### src/rtl/mc_prg_pkg.sv
package mc_prg_pkg;
  localparam int REG_W    = 8;
  localparam int INNER_W  = 8;                  // inner bank bits A20..A13
  localparam int MASK_N   = 4;                  // selectable bits A17..A20
  localparam int LOW_N    = INNER_W - MASK_N;   // A16..A13
  localparam int OFF_W    = 8;                  // offset bits A24..A17
  localparam int TOP_N    = OFF_W - MASK_N;     // A24..A21
  localparam int OUT_W    = LOW_N + OFF_W;      // A24..A13
  localparam int DISC_W   = 3;                  // discrete A16..A14

  // 1 = raw select bit means "inner controller" (inverted sense)
  localparam logic [MASK_N-1:0] SEL_INV = 4'b1100;

  typedef struct packed {
    logic [MASK_N-1:0] useOffset;
    logic              discrete;
    logic              a14FromCpu;
    logic              zeroInner;
  } prgCtrl_t;

  typedef struct packed {
    logic [OFF_W-1:0]  outerOff;
    logic [DISC_W-1:0] discBank;
  } prgFields_t;
endpackage

### src/rtl/mc_prg_ctrl.sv
module mc_prg_ctrl
  import mc_prg_pkg::*;
(
  input  logic [REG_W-1:0] reg0,
  input  logic [REG_W-1:0] reg1,
  input  logic [REG_W-1:0] reg3,
  input  logic             innerPrgMode,
  input  logic             cpuA14,
  output prgCtrl_t         ctrl,
  output prgFields_t       fields
);
  logic [MASK_N-1:0] rawSel;
  logic [MASK_N-1:0] useOff;

  // raw select bits ordered A20, A19, A18, A17
  assign rawSel = {reg1[7], reg1[5], reg1[6], reg0[6]};

  for (genvar i = 0; i < MASK_N; i++) begin : g_sel
    if (SEL_INV[i]) begin : g_inv
      assign useOff[i] = ~rawSel[i];
    end else begin : g_dir
      assign useOff[i] = rawSel[i];
    end
  end

  always_comb begin
    ctrl.useOffset  = useOff;
    ctrl.discrete   = reg3[4];
    ctrl.a14FromCpu = reg1[0];
    ctrl.zeroInner  = reg3[6] & ~innerPrgMode & cpuA14;
    fields.outerOff = {reg0[5], reg0[4], reg1[3], reg1[2],
                       reg1[4], reg0[2], reg0[1], reg0[0]};
    fields.discBank = reg3[3:1];
  end

  // inverted layout never raises the override strobe
  always_comb begin
    if (innerPrgMode)
      p_inverted_no_quirk_r11: assert (!ctrl.zeroInner)
        else $error("quirk strobe active in inverted layout");
  end
endmodule

### src/rtl/mc_prg_path.sv
module mc_prg_path
  import mc_prg_pkg::*;
(
  input  prgCtrl_t           ctrl,
  input  prgFields_t         fields,
  input  logic [INNER_W-1:0] innerBank,
  input  logic               cpuA14,
  input  logic               cpuA13,
  output logic [OUT_W-1:0]   prgHi
);
  logic [INNER_W-1:0] innerEff;
  logic [LOW_N-1:0]   lowDisc;
  logic [LOW_N-1:0]   lowBits;
  logic [MASK_N-1:0]  midBits;

  assign innerEff = ctrl.zeroInner ? '0 : innerBank;

  always_comb begin
    lowDisc = {fields.discBank[DISC_W-1:1],
               ctrl.a14FromCpu ? cpuA14 : fields.discBank[0],
               cpuA13};
    lowBits = ctrl.discrete ? lowDisc : innerEff[LOW_N-1:0];
  end

  for (genvar i = 0; i < MASK_N; i++) begin : g_mid
    assign midBits[i] = ctrl.useOffset[i] ? fields.outerOff[i]
                                          : innerEff[LOW_N+i];
  end

  assign prgHi = {fields.outerOff[OFF_W-1:MASK_N], midBits, lowBits};

  // override with inner mode leaves low bits at zero
  always_comb begin
    if (ctrl.zeroInner && !ctrl.discrete)
      p_quirk_zero_r10: assert (prgHi[LOW_N-1:0] == '0)
        else $error("override did not zero low bits");
  end
endmodule

### src/rtl/mc_prg_compose.sv
module mc_prg_compose
  import mc_prg_pkg::*;
(
  input  logic [7:0]  reg0,
  input  logic [7:0]  reg1,
  input  logic [7:0]  reg3,
  input  logic [7:0]  innerBank,
  input  logic        innerPrgMode,
  input  logic        cpuA14,
  input  logic        cpuA13,
  output logic [11:0] prgHi
);
  prgCtrl_t   ctrl;
  prgFields_t fields;

  mc_prg_ctrl u_ctrl (
    .reg0(reg0), .reg1(reg1), .reg3(reg3),
    .innerPrgMode(innerPrgMode), .cpuA14(cpuA14),
    .ctrl(ctrl), .fields(fields)
  );

  mc_prg_path u_path (
    .ctrl(ctrl), .fields(fields), .innerBank(innerBank),
    .cpuA14(cpuA14), .cpuA13(cpuA13), .prgHi(prgHi)
  );

  logic quirkHit;
  assign quirkHit = reg3[6] & ~innerPrgMode & cpuA14;

  always_comb begin
    p_outer_top_r1: assert (prgHi[11:8] == {reg0[5], reg0[4], reg1[3], reg1[2]})
      else $error("top offset bits wrong");
    if (reg0[6])
      p_a17_offset_r2: assert (prgHi[4] == reg0[0])
        else $error("A17 not from offset");
    if (!reg0[6] && !quirkHit)
      p_a17_inner_r2: assert (prgHi[4] == innerBank[4])
        else $error("A17 not from inner bank");
    if (reg3[4])
      p_disc_low_r7: assert (prgHi[3:2] == reg3[3:2] && prgHi[0] == cpuA13)
        else $error("discrete low bits wrong");
    if (reg3[4] && !reg1[0])
      p_disc16_r9: assert (prgHi[1] == reg3[1])
        else $error("16K A14 wrong");
  end
endmodule

### config.mk
export PLATFORM = sky130hd
export DESIGN_NAME = mc_prg_compose
export DESIGN_NICKNAME = d
export VERILOG_FILES = /design/src/rtl/mc_prg_pkg.sv /design/src/rtl/mc_prg_ctrl.sv /design/src/rtl/mc_prg_path.sv /design/src/rtl/mc_prg_compose.sv
export SDC_FILE = /design/constraint.sdc
export NUM_CORES = 1
export LEC_CHECK = 0
export ABC_AREA = 1
export BUFFER_PORTS_ARGS = -buffer_cell sky130_fd_sc_hd__buf_4
export CAP_MARGIN = 0
export CELL_PAD_IN_SITES_DETAIL_PLACEMENT = 1
export CELL_PAD_IN_SITES_GLOBAL_PLACEMENT = 1
export CORE_MARGIN = 2
export CORE_UTILIZATION = 14
export DETAILED_ROUTE_END_ITERATION = 6
export GPL_ROUTABILITY_DRIVEN = 0
export PLACE_DENSITY = 0.95
export SYNTH_ARGS = -nofsm -noshare
export SYNTH_HDL_FRONTEND = slang
export SYNTH_SLANG_ARGS = --single-unit
export TNS_END_PERCENT = 100
### constraint.sdc
create_clock -name vclk -period 0.8
set_input_delay 0.04 -clock vclk [all_inputs]
set_output_delay 0.04 -clock vclk [all_outputs]
set_load 0.02 [all_outputs]
==> impl_results.md <==
- Outcome: completed
- Num ports: 47
- DRC errors left: 0
- Final antenna-violating net count: 0
- Register area: 0 um2
- Buf/Inv on CP: 3
- Setup-failing EPs final: 0
- Detail Placement HPWL: 815 um
- Nets: 119
- Hold Path Class: input pin to primary output
- Final period utilization: 84.1%
- First-pass GRT wire length: 1370 um
- Seq cells: 0
- Post-CTS sizing: 0
- Most frequent cells in the layout: 33 x buf_4, 27 x nand2_1, 14 x inv_1
- Die Wd: 45.6 um
- First drt pass iteration count: 1
- Total routed wirelength: 836 um
- Setup crit end kind: primary output
- Worst path slowest cell: buf_4
- Pins Over Slew Limit: 0
- Pre-CTS WS: 100 ps
- Post-CTS setup buffer count: 0
- P per Cell Area: 572 mW/mm2
- Mapped Cells: 54
- Syn Area/Cell: 4.50 um2
- WL per Instance: 8.44 um
- Initial Utilization: 14.5%
- Fin cells: 99
- Worst EP required: 760 ps
- Final hold vios: 0
- Final TNS setup: 0 ps
- Area Overhead vs Synth: 93.8%
- Floorplan core area: 0.00167 mm2
- Site Rows: 15
- Maximum clock rate: 1490 MHz
- Starting DRT DRC Count: 0
- Fin crit period: 673 ps
- VDD IR max: 134 uV
- Max_slew headroom: 92.2%
- Nature of the critical path startpoint: input pin
- Area after DPL: 470 um2
- # diodes: 0
- Crit path max-delay family: buffers and inverters
- Routed vias/inst: 3.89
- MaxCap Viol Count: 0
- Critical Path AT: 630 ps
- CP cell instances: buf_4 > inv_1 > nand3_4 > nand2_1 > nand2_1 > buf_4
- Kind of critical path: input pin to primary output
- Die ar.: 0.00208 mm2
- Final Cell Area: 470 um2
- Most common cell after layout, fill and taps aside: buf_4
- Largest net degree at the start of global routing: 9
- Synth cell types: 8
- Ys Warns: 0
- Post-CTS Hold Buffers: 0
- Max incr delay on CP: 150 ps
- Post-synth top area share: 41.8%
- Die Y: 45.6 um
- Yosys top cell by area: nand2_1
- Slew @ Worst Pin: 117 ps
- Via count: 385
- Vias in the first global route: 367
- # clk buffers: 0
- Top cells by area, synth: nand2_1 42%, inv_1 22%, buf_4 12%
- Initial antenna violation count: 0
- Global Route Usage Sum: 8.33%
- RSZ-0062 raised after global routing: no
- Sequential share of the synthesized area: 0%
- Share of layout cells above drive strength 1: 42.7%
- Inst Count DP: 99
- Port buffer count: 33
- Leakage: 0.332 nW
- Syn nets: 89
- Grt total ovfl: 0
- Slack of the critical path: 127 ps
- Max FO, Critical Path: 8
- Post-Syn Area: 243 um2
layout make-up:
cell class                      instances  area, um2
Fill cell                             233       1200
Tap cell                               17       21.3
Inverter                               14       52.6
Multi-Input combinational cell         35        149
Timing Repair Buffer                   33        248
per-stage QoR:
stage	utilization (%)	power, mW	hold WS [ps]
floorplan	-	0.146	193
global placement	28.2	0.268	80.2
detailed placement	28.2	0.275	80.2
CTS	28.2	0.276	80.2
global route	28.2	0.299	80.1
finish	28.2	0.269	80.1
worst paths after layout:
check / start / endpoint / slack, ps / cells past startpoint
setup / recovery: innerPrgMode / prgHi[3] / 130 / 6
hold / removal: reg1[3] / prgHi[9] / 80 / 0
routing by layer:
layer | global-route usage [%] | vias up | part of all wire (%)
met5 | 0 | - | 0
met4 | 0 | 0 | 0
met3 | 1.19 | 0 | 9.4
met2 | 17.2 | 21 | 59
met1 | 9.18 | 162 | 32
li1 | - | 202 | -
logic make-up after synthesis:
logic type | Yosys count | synth area share [%]
buffers and inverters | 19 | 38.7
AND/OR/NAND/NOR | 35 | 61.3
where the power goes:
part	internal (mW)	switching [mW]
registers	0	0
clock network	0	0
logic	0.147	0.123
total	0.147	0.123
cell usage after synthesis:
master / count
nand2_1: 27
inv_1: 14
nor2_1: 5
buf_4: 4
buf_6: 1
nand3_1: 1
nand3_4: 1
nor2_2: 1
No activity file was read; power rests on OpenSTA's default activity.
